==> src/rtl/dcs_pkg.sv <==
package dcs_pkg;

   typedef enum logic [2:0] {
      ST_IDLE  = 3'd0,
      ST_LEAD  = 3'd1,
      ST_SETUP = 3'd2,
      ST_HIGH  = 3'd3,
      ST_LOW   = 3'd4,
      ST_LATCH = 3'd5
   } dcs_state_e;

   localparam int unsigned PHASES_PER_BIT = 3;

   function automatic int unsigned total_phases(input int unsigned word_w);
      return 2 + PHASES_PER_BIT * word_w;
   endfunction

endpackage

==> src/rtl/dcs_word_form.sv <==
module dcs_word_form #(
   parameter int unsigned WORD_W  = 16,
   parameter int unsigned IDX_W   = 2,
   parameter int unsigned IDX_LSB = 9,
   parameter int unsigned PAY_W   = 9
) (
   input  logic [IDX_W-1:0]  idx,
   input  logic [PAY_W-1:0]  pay,
   output logic [WORD_W-1:0] word
);

   localparam int unsigned TOP_PAD = WORD_W - IDX_LSB - IDX_W;

   generate
      if (PAY_W > IDX_LSB) begin : g_overlap
         // payload reaches into the index field: fields are merged by OR
         always_comb begin
            word = WORD_W'(pay) | (WORD_W'(idx) << IDX_LSB);
         end
      end else if (TOP_PAD == 0) begin : g_flush
         always_comb begin
            word = (WORD_W'(idx) << IDX_LSB) | WORD_W'(pay);
         end
      end else begin : g_padded
         logic [TOP_PAD-1:0] pad;
         assign pad = '0;
         always_comb begin
            word = {pad, idx, {IDX_LSB{1'b0}}} | WORD_W'(pay);
         end
      end
   endgenerate

endmodule

==> src/rtl/dcs_phase_timer.sv <==
module dcs_phase_timer #(
   parameter int unsigned PHASE_CLKS = 4
) (
   input  logic clk,
   input  logic rst_n,
   input  logic run,
   output logic tick
);

   localparam int unsigned TC_W = (PHASE_CLKS > 1) ? $clog2(PHASE_CLKS) : 1;
   localparam logic [TC_W-1:0] LAST = TC_W'(PHASE_CLKS - 1);

   logic [TC_W-1:0] cnt_q;

   assign tick = run && (cnt_q == LAST);

   always_ff @(posedge clk or negedge rst_n) begin
      if (!rst_n) begin
         cnt_q <= '0;
      end else if (!run || tick) begin
         cnt_q <= '0;
      end else begin
         cnt_q <= cnt_q + 1'b1;
      end
   end

endmodule

==> src/rtl/dcs_shift_fsm.sv <==
module dcs_shift_fsm
   import dcs_pkg::*;
#(
   parameter int unsigned WORD_W = 16
) (
   input  logic              clk,
   input  logic              rst_n,
   input  logic              start,
   input  logic [WORD_W-1:0] word,
   input  logic              tick,
   output logic              running,
   output logic              idle,
   output logic              busy,
   output logic              done,
   output logic              dout,
   output logic              bclk,
   output logic              strobe
);

   localparam int unsigned CNT_W = $clog2(WORD_W);
   localparam logic [CNT_W-1:0] FIRST_BIT = CNT_W'(WORD_W - 1);

   dcs_state_e        st_q, st_d;
   logic [WORD_W-1:0] sh_q, sh_d;
   logic [CNT_W-1:0]  bit_q, bit_d;
   logic              done_d;

   assign running = (st_q != ST_IDLE);
   assign idle    = (st_q == ST_IDLE);

   always_comb begin
      st_d   = st_q;
      sh_d   = sh_q;
      bit_d  = bit_q;
      done_d = 1'b0;
      unique case (st_q)
         ST_IDLE: begin
            if (start) begin
               st_d  = ST_LEAD;
               sh_d  = word;
               bit_d = FIRST_BIT;
            end
         end
         ST_LEAD:  if (tick) st_d = ST_SETUP;
         ST_SETUP: if (tick) st_d = ST_HIGH;
         ST_HIGH:  if (tick) st_d = ST_LOW;
         ST_LOW: begin
            if (tick) begin
               if (bit_q == '0) begin
                  st_d = ST_LATCH;
               end else begin
                  st_d  = ST_SETUP;
                  sh_d  = {sh_q[WORD_W-2:0], 1'b0};
                  bit_d = bit_q - 1'b1;
               end
            end
         end
         ST_LATCH: begin
            if (tick) begin
               st_d   = ST_IDLE;
               done_d = 1'b1;
            end
         end
         default: st_d = ST_IDLE;
      endcase
   end

   // pins are registered from the next state so they change with the state
   always_ff @(posedge clk or negedge rst_n) begin
      if (!rst_n) begin
         st_q   <= ST_IDLE;
         sh_q   <= '0;
         bit_q  <= '0;
         busy   <= 1'b0;
         done   <= 1'b0;
         dout   <= 1'b0;
         bclk   <= 1'b0;
         strobe <= 1'b1;
      end else begin
         st_q   <= st_d;
         sh_q   <= sh_d;
         bit_q  <= bit_d;
         busy   <= (st_d != ST_IDLE);
         done   <= done_d;
         dout   <= ((st_d == ST_SETUP) || (st_d == ST_HIGH) || (st_d == ST_LOW))
                   ? sh_d[WORD_W-1] : 1'b0;
         bclk   <= (st_d == ST_HIGH);
         strobe <= (st_d != ST_LATCH);
      end
   end

endmodule

==> src/rtl/dac_ctl_serializer.sv <==
module dac_ctl_serializer #(
   parameter int unsigned WORD_W     = 16,
   parameter int unsigned IDX_W      = 2,
   parameter int unsigned IDX_LSB    = 9,
   parameter int unsigned PAY_W      = 9,
   parameter int unsigned PHASE_CLKS = 4
) (
   input  logic             clk,
   input  logic             rst_n,
   input  logic             req_valid,
   output logic             req_ready,
   input  logic [IDX_W-1:0] req_idx,
   input  logic [PAY_W-1:0] req_data,
   output logic             busy,
   output logic             done,
   output logic             dac_dout,
   output logic             dac_bclk,
   output logic             dac_strobe
);

   generate
      if (PHASE_CLKS < 1) begin : g_bad_phase
         $error("PHASE_CLKS must be at least 1");
      end
      if (WORD_W < 2) begin : g_bad_word
         $error("WORD_W must be at least 2");
      end
      if (IDX_LSB + IDX_W > WORD_W) begin : g_bad_idx
         $error("index field does not fit in the word");
      end
      if (PAY_W > WORD_W) begin : g_bad_pay
         $error("payload wider than the word");
      end
   endgenerate

   logic [WORD_W-1:0] word;
   logic              tick;
   logic              running;
   logic              idle;
   logic              start;

   assign req_ready = idle;
   assign start     = req_valid && idle;

   dcs_word_form #(
      .WORD_W  (WORD_W),
      .IDX_W   (IDX_W),
      .IDX_LSB (IDX_LSB),
      .PAY_W   (PAY_W)
   ) u_form (
      .idx  (req_idx),
      .pay  (req_data),
      .word (word)
   );

   dcs_phase_timer #(
      .PHASE_CLKS (PHASE_CLKS)
   ) u_timer (
      .clk   (clk),
      .rst_n (rst_n),
      .run   (running),
      .tick  (tick)
   );

   dcs_shift_fsm #(
      .WORD_W (WORD_W)
   ) u_fsm (
      .clk     (clk),
      .rst_n   (rst_n),
      .start   (start),
      .word    (word),
      .tick    (tick),
      .running (running),
      .idle    (idle),
      .busy    (busy),
      .done    (done),
      .dout    (dac_dout),
      .bclk    (dac_bclk),
      .strobe  (dac_strobe)
   );

endmodule

==> config.mk <==
export PLATFORM = sky130hd
export DESIGN_NAME = dac_ctl_serializer
export DESIGN_NICKNAME = d
export VERILOG_FILES = /design/src/rtl/dcs_pkg.sv /design/src/rtl/dcs_word_form.sv /design/src/rtl/dcs_phase_timer.sv /design/src/rtl/dcs_shift_fsm.sv /design/src/rtl/dac_ctl_serializer.sv
export SDC_FILE = /design/constraint.sdc
export NUM_CORES = 1
export LEC_CHECK = 0
export ABC_AREA = 1
export BUFFER_PORTS_ARGS = -buffer_cell sky130_fd_sc_hd__buf_2
export CAP_MARGIN = 20
export CELL_PAD_IN_SITES_DETAIL_PLACEMENT = 1
export CELL_PAD_IN_SITES_GLOBAL_PLACEMENT = 1
export CORE_AREA = 8 8 70 72
export DETAILED_ROUTE_END_ITERATION = 12
export DIE_AREA = 0 0 78 80
export HOLD_SLACK_MARGIN = 0.03
export PLACE_DENSITY = 0.69
export SYNTH_ARGS = -nofsm -noshare
export SYNTH_HDL_FRONTEND = slang
export SYNTH_SLANG_ARGS = --single-unit
==> constraint.sdc <==
create_clock -name clk -period 1.4 [get_ports clk]
set_input_delay 0.42 -clock clk [delete_from_list [all_inputs] [get_ports clk]]
set_output_delay 0.42 -clock clk [all_outputs]
set_load 0.01 [all_outputs]
==> impl_metrics.env, run 1 <==
export IMPL_run_status="complete, but fails checks"
export IMPL_violations="negative setup slack"
export IMPL_yosysSeqAreaShare_pct=53.4
export IMPL_cp_cell_sequence="nor2_4 -> nand2_4 -> buf_12 -> nand2_8 -> nor2_8 -> nand2_8 -> buf_12 -> inv_8 -> a22oi_2 -> nand2_1"
export IMPL_tightest_pin_transition_ns=0.214
export IMPL_drc_errors=0
export IMPL_timing_final_crit_period_ns=1.51
export IMPL_setup_repair_after_global_routing_missed_its_margin="yes"
export IMPL_portion_of_synthesized_cell_area_occupied_by_the_leading_cell_type_pct=51.5
export IMPL_worstPathRequired_ns=1.56
export IMPL_async_reset_ff_share_pct=100
export IMPL_clkSinkCount=30
export IMPL_grt_pass1_wl_mm=6.18
export IMPL_insertedDiodeCount=0
export IMPL_cts_tree="built"
export IMPL_synthToLayoutAreaGrowth_pct=51.5
export IMPL_post_synth_top_area_cell="sky130_fd_sc_hd__dfrtp_1"
export IMPL_report_final_slew_viol_count=0
export IMPL_crit_fanout=7
export IMPL_post_synth_top_count_cell="sky130_fd_sc_hd__nand2_1"
export IMPL_design_final_nets=215
export IMPL_netlist_area_mm2=0.00141
export IMPL_power_total_mw=1.75
export IMPL_die_w_um=78
export IMPL_layout_drive_gt1_share_pct=52.5
export IMPL_syn_area_per_cell_um2=9.65
export IMPL_max_cap_violations=0
export IMPL_top_level_ports=20
export IMPL_dp_final_hpwl_mm=2.44
export IMPL_critical_path_startpoint_type="flop"
export IMPL_max_slew_margin_rel_pct=85.7
export IMPL_maxClockFrequency_mhz=661
export IMPL_tns_setup_ns=-1.26
export IMPL_critical_path_top_delay_family="simple AND/OR/NAND/NOR gates"
export IMPL_cts_htree_levels=2
export IMPL_clock_tree_buffer_depth=2
export IMPL_initial_core_util_pct=36.5
export IMPL_synth_edf_count=0
export IMPL_grt_usage_pct=12.4
export IMPL_yosys_register_bits=30
export IMPL_end_kind="flop"
export IMPL_grt_start_max_net_pins=31
export IMPL_routed_via_count=1195
export IMPL_cts_root_buffer_cell="sky130_fd_sc_hd__clkbuf_8"
export IMPL_synthesis_instances=146
export IMPL_std_cell_rows=23
export IMPL_place_port_buffers=19
export IMPL_fin_worst_skew_ns=0.00680
export IMPL_dieArea_mm2=0.00624
export IMPL_power_density_cell_area_mw_per_mm2=822
export IMPL_critPathMaxStageDelay_ns=0.42
export IMPL_synth_ff_type="sky130_fd_sc_hd__dfrtp_1"
export IMPL_crit_buf_inv=3
export IMPL_leakage_nw=1.02
export IMPL_max_vdd_ir_drop_v=0.000506
export IMPL_numCtsBuffers=5
export IMPL_die_h_um=80
export IMPL_drt_wl_total_mm=3.77
export IMPL_finalSetupViolations=22
export IMPL_synth_warnings=0
export IMPL_worst_skew_pair_late_latency_ns=0.28
export IMPL_cp_arrival_ns=1.67
export IMPL_num_fill_cells=435
export IMPL_path_class="reg2reg"
export IMPL_ant_nets=0
export IMPL_timing_hold_violations_final=0
export IMPL_routed_wire_length_per_instance_um=15.1
export IMPL_finalWeightedCongestion=0.854
export IMPL_detail_route_first_pass_iterations=5
export IMPL_holdCritPathClass="in2async"
export IMPL_fin_crit_sh_pct=108
export IMPL_cts_reportedPaths_clkPinSlew_ns=0.06
export IMPL_via_count_of_the_first_global_routing_pass=1366
export IMPL_final_worst_setup_slack_ns=-0.113
export IMPL_antenna_found_initial=0
export IMPL_synth_lib_cells_used_distinct=27
export IMPL_initialDrtViolationCount=31
export IMPL_netlist_top_cells_area="sky130_fd_sc_hd__dfrtp_1 52%, sky130_fd_sc_hd__nand2_1 10%, sky130_fd_sc_hd__a22oi_1 5.3%"
export IMPL_core_area_mm2=0.00386
export IMPL_critPathSlowestCell="sky130_fd_sc_hd__dfrtp_1"
export IMPL_synth_common_cells="39 x sky130_fd_sc_hd__nand2_1, 29 x sky130_fd_sc_hd__dfrtp_1, 13 x sky130_fd_sc_hd__inv_1, 10 x sky130_fd_sc_hd__a22oi_1, 7 x sky130_fd_sc_hd__nor2_1"
export IMPL_postSynthNetCount=162
export IMPL_via_count_normalized_by_instance_count=4.78
export IMPL_grt_overflow=0
## sequential cells by signal, summed over array words and instances (netlist names)
signal and flops:
u_fsm.bit_q 4, u_fsm.sh_q 16, u_timer.cnt_q 2, u_fsm.done 1
u_fsm.busy 1, u_fsm.strobe 1, u_fsm.dout 1, u_fsm.st_q 3
u_fsm.bclk 1
## timing repair
action / CTS / global route
resized for setup: 29 / 15
cloned: 0 / 1
endpoints found under the setup margin: 20 / 24
hold endpoints to repair: 0 / 0
hold buffers: 0 / 0
buffers inserted: 10 / 7
pin swaps: 5 / 11
## worst paths after layout
path	depth (start not counted)	endpoint	startpoint	slack (ns)
worst max-delay path	10	u_fsm.sh_q[2]$_DFFE_PN0P_	u_fsm.st_q[1]$_DFF_PN0_	-0.11
worst min-delay path	2	u_fsm.st_q[0]$_DFF_PN0_	rst_n	0.08
worst max register to register	10	u_fsm.sh_q[2]$_DFFE_PN0P_	u_fsm.st_q[1]$_DFF_PN0_	-0.11
worst min register to register	2	u_fsm.sh_q[4]$_DFFE_PN0P_	u_fsm.sh_q[3]$_DFFE_PN0P_	0.49
max in group asynchronous	2	u_fsm.strobe$_DFF_PN1_	rst_n	1.08
min in group clk	3	u_fsm.sh_q[4]$_DFFE_PN0P_	req_data[4]	0.36
## layer usage
| metal | vias to the layer above | GRT usage (%) | wire length (um) |
|---|---|---|---|
| met4 | 0 | 5.56 | 56 |
| met3 | 6 | 4.17 | 194 |
| met1 | 579 | 13.0 | 1500 |
| li1 | 583 | - | - |
| met2 | 27 | 22.1 | 2020 |
| met5 | - | 0 | 0 |
## area by class of cell
class                           instances  area (um^2)  share of cell area [%]
Clock inverter                          1         30.0                    1.41
Timing Repair inverter                  1         11.3                   0.528
Inverter                               20          105                    4.92
Tap cell                               50         62.6                    2.93
Clock buffer                            7         76.3                    3.58
Multi-Input combinational cell         93          714                    33.5
Sequential cell                        30          752                    35.2
Timing Repair Buffer                   48          383                    17.9
## cells in the final DEF (no fill, tap or decap), types with 3 or more instances in the layout
master	Yosys	final
sky130_fd_sc_hd__clkbuf_8	0	5
sky130_fd_sc_hd__buf_2	1	18
sky130_fd_sc_hd__o22ai_2	0	3
sky130_fd_sc_hd__nand3_1	6	5
sky130_fd_sc_hd__nand2_8	2	3
sky130_fd_sc_hd__nand2_1	39	32
sky130_fd_sc_hd__buf_4	0	19
sky130_fd_sc_hd__o21ai_2	1	3
sky130_fd_sc_hd__nand2_2	0	4
sky130_fd_sc_hd__inv_1	13	10
sky130_fd_sc_hd__a22oi_2	1	11
sky130_fd_sc_hd__inv_2	6	4
sky130_fd_sc_hd__dfrtp_1	29	29
sky130_fd_sc_hd__nand2_4	3	5
sky130_fd_sc_hd__buf_6	2	8
sky130_fd_sc_hd__buf_12	0	3
sky130_fd_sc_hd__nor2_4	1	3
sky130_fd_sc_hd__nor2_1	7	5
sky130_fd_sc_hd__inv_4	1	4
## cell families after synthesis
| kind of cell | count (synthesis) | share of synthesized area, % |
|---|---|---|
| fa+ha+maj | 2 | 1.78 |
| buf+inv | 23 | 7.46 |
| flops | 30 | 53.4 |
| compound gates | 28 | 13.8 |
| simple gates | 63 | 23.6 |
## worst register-to-register path, cell delays in order, from the launching register on
cell and delay [ns]:
sky130_fd_sc_hd__dfrtp_1 0.42, sky130_fd_sc_hd__nor2_4 0.15, sky130_fd_sc_hd__nand2_4 0.09, sky130_fd_sc_hd__buf_12 0.13
sky130_fd_sc_hd__nand2_8 0.06, sky130_fd_sc_hd__nor2_8 0.05, sky130_fd_sc_hd__nand2_8 0.13, sky130_fd_sc_hd__buf_12 0.13
sky130_fd_sc_hd__inv_8 0.04, sky130_fd_sc_hd__a22oi_2 0.12, sky130_fd_sc_hd__nand2_1 0.07
## power by group
part / total, mW / switching (mW) / internal (mW)
Clock: 0.841 / 0.310 / 0.532
Combinational: 0.0464 / 0.0268 / 0.0196
Sequential: 0.867 / 0 / 0.867
## stage by stage
step                std cells  setup WS [ns]  instance area (um^2)  hold slack [ns]  util [%]
finish                    250         -0.113                  2130           0.0823      55.4
global route              250         -0.169                  2130           0.0962      55.4
CTS                       242        -0.0924                  2010           0.0838      52.1
detailed placement        224         -0.122                  1710            0.385      44.5
global placement          224        -0.0680                  1710            0.384      44.5
floorplan                 146       -0.00811                  1480            0.124         -
(Power assumes the default switching activity.)
==> run 2: changes to the inputs <==
Settings changed: ABC_AREA 1 to unset.
==> impl_metrics.env, run 2 <==
export IMPL_cellInternalPower_mw=1.71
export IMPL_fin_worst_skew_ns=0.00835
export IMPL_top_register="u_fsm.sh_q"
export IMPL_pwr_share_comb_pct=5.7
export IMPL_post_synth_top_area_cell="sky130_fd_sc_hd__dfrtp_1"
export IMPL_layout_cells_most_common_list="28 x sky130_fd_sc_hd__dfrtp_1, 27 x sky130_fd_sc_hd__buf_4, 19 x sky130_fd_sc_hd__buf_2, 13 x sky130_fd_sc_hd__buf_6"
export IMPL_portion_of_synthesized_cell_area_occupied_by_the_leading_cell_type_pct=50.0
export IMPL_synthMuxAreaShare_pct=0.689
export IMPL_power_total_mw=2.13
export IMPL_reg2reg_to="u_fsm.sh_q[1]$_DFFE_PN0P_"
export IMPL_maxClockFrequency_mhz=623
export IMPL_run_status="complete, but fails checks"
export IMPL_holdCritPathClass="in2async"
export IMPL_postSynthNetCount=146
export IMPL_report_final_slew_viol_count=0
export IMPL_area_taken_by_multi_input_logic_gates_um2=850
export IMPL_final_worst_setup_slack_ns=-0.204
export IMPL_cp_arrival_ns=1.76
export IMPL_violations="negative setup slack"
export IMPL_worst_skew_pair_late_latency_ns=0.28
export IMPL_synth_compound_area_share_pct=16.8
export IMPL_max_slew_margin_rel_pct=74.6
export IMPL_insertedDiodeCount=0
export IMPL_syn_area_per_cell_um2=11.2
export IMPL_routed_wire_length_per_instance_um=17.9
export IMPL_via_count_normalized_by_instance_count=5.28
export IMPL_synth_ff_type="sky130_fd_sc_hd__dfrtp_1"
export IMPL_crit_fanout=7
export IMPL_regToRegStartpoint="u_fsm.bit_q[0]$_DFFE_PN0P_"
export IMPL_routed_via_count=1256
export IMPL_num_fill_cells=408
export IMPL_core_area_mm2=0.00386
export IMPL_power_frac_clock_pct=51.7
export IMPL_sequentialPowerShare_pct=42.6
export IMPL_std_cell_rows=23
export IMPL_tightest_pin_transition_ns=0.378
export IMPL_finalSetupViolations=25
export IMPL_place_port_buffers=19
export IMPL_initial_core_util_pct=37.7
export IMPL_async_reset_ff_share_pct=100
export IMPL_yosysSeqAreaShare_pct=51.8
export IMPL_ant_nets=0
export IMPL_synth_simple_gate_area_share_pct=22.1
export IMPL_via_count_of_the_first_global_routing_pass=1409
export IMPL_synth_edf_count=0
export IMPL_grt_usage_pct=14.6
export IMPL_detail_route_first_pass_iterations=3
export IMPL_cts_htree_levels=2
export IMPL_synthesis_instances=130
export IMPL_sequential_cell_area_um2=753
export IMPL_cts_root_buffer_cell="sky130_fd_sc_hd__clkbuf_8"
export IMPL_synth_lib_cells_used_distinct=43
export IMPL_yosys_area_share_adder_pct=1.72
export IMPL_numCtsBuffers=5
export IMPL_drc_errors=0
export IMPL_netlist_area_mm2=0.00145
export IMPL_grt_start_max_net_pins=31
export IMPL_design_final_nets=203
export IMPL_dp_final_hpwl_mm=2.66
export IMPL_grt_pass1_wl_mm=7.22
export IMPL_synth_warnings=0
export IMPL_grt_overflow=0
export IMPL_yosys_register_bits=30
export IMPL_synthToLayoutAreaGrowth_pct=57.2
export IMPL_leakage_nw=1.00
export IMPL_layout_drive_gt1_share_pct=59.0
export IMPL_worst_r2r_path_depth=5
export IMPL_top_level_ports=20
export IMPL_worstPathRequired_ns=1.56
export IMPL_rrSetupSlack_ns=-0.20
export IMPL_finalWeightedCongestion=0.804
export IMPL_post_route_util_pct=59.2
export IMPL_die_h_um=80
export IMPL_end_kind="flop"
export IMPL_power_density_cell_area_mw_per_mm2=933
export IMPL_post_synth_top_count_cell="sky130_fd_sc_hd__dfrtp_1"
export IMPL_synth_common_cells="29 x sky130_fd_sc_hd__dfrtp_1, 10 x sky130_fd_sc_hd__a221o_1, 8 x sky130_fd_sc_hd__and3_2, 7 x sky130_fd_sc_hd__nand2b_1"
export IMPL_place_area_mm2=0.00179
export IMPL_netlist_top_cells_area="sky130_fd_sc_hd__dfrtp_1 50%, sky130_fd_sc_hd__a221o_1 6.9%, sky130_fd_sc_hd__and3_2 4.1%"
export IMPL_cts_tree="built"
export IMPL_critical_path_startpoint_type="flop"
export IMPL_die_w_um=78
export IMPL_initialDrtViolationCount=42
export IMPL_timing_hold_violations_final=0
export IMPL_tns_setup_ns=-3.34
export IMPL_clock_tree_buffer_depth=2
export IMPL_max_cap_violations=0
export IMPL_antenna_found_initial=0
export IMPL_cts_hold_buffers=0
export IMPL_power_switching_fraction_pct=19.7
export IMPL_fin_crit_sh_pct=115
export IMPL_drt_wl_total_mm=4.25
export IMPL_biggest_regs="u_fsm.sh_q: 16 flops, u_fsm.bit_q: 4 flops, u_fsm.st_q: 3 flops"
export IMPL_largest_reg_flops=16
export IMPL_cts_reportedPaths_clkPinSlew_ns=0.07
export IMPL_setup_repair_after_global_routing_missed_its_margin="yes"
export IMPL_timing_final_crit_period_ns=1.60
export IMPL_max_vdd_ir_drop_v=0.000456
export IMPL_finalInstanceArea_mm2=0.00228
export IMPL_synth_xor_area_share_pct=1.21
export IMPL_clkSinkCount=30
export IMPL_path_class="reg2reg"
export IMPL_net_switching_power_uw=420
export IMPL_dieArea_mm2=0.00624
export IMPL_synth_top_family_by_area="simple AND/OR/NAND/NOR gates"
export IMPL_layout_commonest_cell="sky130_fd_sc_hd__dfrtp_1"
-- run 2: cell count changes after synthesis, moves of 3 or more --
cell,delta
sky130_fd_sc_hd__nor3_1,+5
sky130_fd_sc_hd__a221o_1,+10
sky130_fd_sc_hd__nand2_4,-3
sky130_fd_sc_hd__a22oi_1,-10
sky130_fd_sc_hd__nor2_1,-4
sky130_fd_sc_hd__clkbuf_1,+6
sky130_fd_sc_hd__inv_1,-10
sky130_fd_sc_hd__and3_1,+3
sky130_fd_sc_hd__nand2b_1,+7
sky130_fd_sc_hd__inv_2,-6
sky130_fd_sc_hd__and3_2,+8
sky130_fd_sc_hd__a21oi_1,+3
sky130_fd_sc_hd__nand2_1,-35
-- run 2: how the worst max path moves through the flow --
stage | endpoint | cells after the start | slack [ns] | startpoint
after floorplan | u_fsm.sh_q[9]$_DFFE_PN0P_ | 7 | -0.28 | u_fsm.bit_q[1]$_DFFE_PN0P_
after global placement | u_fsm.sh_q[3]$_DFFE_PN0P_ | 6 | -0.29 | u_fsm.bit_q[1]$_DFFE_PN0P_
after detailed placement | u_fsm.sh_q[7]$_DFFE_PN0P_ | 6 | -0.36 | u_fsm.bit_q[0]$_DFFE_PN0P_
after CTS | u_fsm.sh_q[8]$_DFFE_PN0P_ | 5 | -0.19 | u_fsm.bit_q[0]$_DFFE_PN0P_
after global routing | u_fsm.sh_q[1]$_DFFE_PN0P_ | 5 | -0.25 | u_fsm.bit_q[1]$_DFFE_PN0P_
final | u_fsm.sh_q[1]$_DFFE_PN0P_ | 5 | -0.20 | u_fsm.bit_q[0]$_DFFE_PN0P_
-- run 2: kinds of logic (layout without fill, tap and decap cells) --
kind of cell	count (synthesis)	count (layout)
adders and majority gates	2	2
AOI/OAI and AO/OA	33	33
DFF	30	30
buffers and inverters	14	71
muxes	1	1
xor gates and xnor gates	2	2
and+or+nand+nor	48	49
-- run 2: final cells by class --
class	instances	share of cell area, %
inverters	3	0.493
well taps	50	2.74
repair buffers	60	20.3
clock buffers	6	3.62
flip-flops and latches	30	33.0
clock inverters	2	2.63
multi-input cells	87	37.2
-- run 2: routing by layer --
| layer | up-vias | GRT usage, % | wire [um] |
|---|---|---|---|
| met5 | - | 0 | 0 |
| met1 | 638 | 15.9 | 1750 |
| met4 | 0 | 5.00 | 34 |
| met3 | 3 | 3.83 | 146 |
| li1 | 598 | - | - |
| met2 | 17 | 26.8 | 2330 |
-- run 2: per-stage QoR --
stage	hold slack [ns]	cells	setup WS, ns
floorplan	0.124	130	-0.280
global placement	0.384	216	-0.293
CTS	0.0782	233	-0.188
global route	0.0837	238	-0.247
detailed placement	0.386	216	-0.363
finish	0.0767	238	-0.204
-- run 2: critical path, stage by stage (launching register included) --
cell and delay, ns:
sky130_fd_sc_hd__dfrtp_1 0.40, sky130_fd_sc_hd__inv_2 0.08, sky130_fd_sc_hd__ha_4 0.14, sky130_fd_sc_hd__or3b_4 0.42
sky130_fd_sc_hd__and3_4 0.17, sky130_fd_sc_hd__a221o_1 0.26
-- run 2: power groups by stage --
stage	clock network [mW]	registers, mW	logic [mW]
floorplan	0	0.916	0.0385
global placement	0	0.917	0.0989
detailed placement	0	0.917	0.104
CTS	1.12	0.905	0.122
global route	1.16	0.909	0.135
finish	1.10	0.907	0.122
-- run 2: timing repair --
action	4_1_cts	5_1_grt
endpoints found under the setup margin	23	26
endpoints found under the hold margin	0	0
gates cloned	2	0
resized for setup	47	7
buffers inserted	8	7
pin swaps	19	6
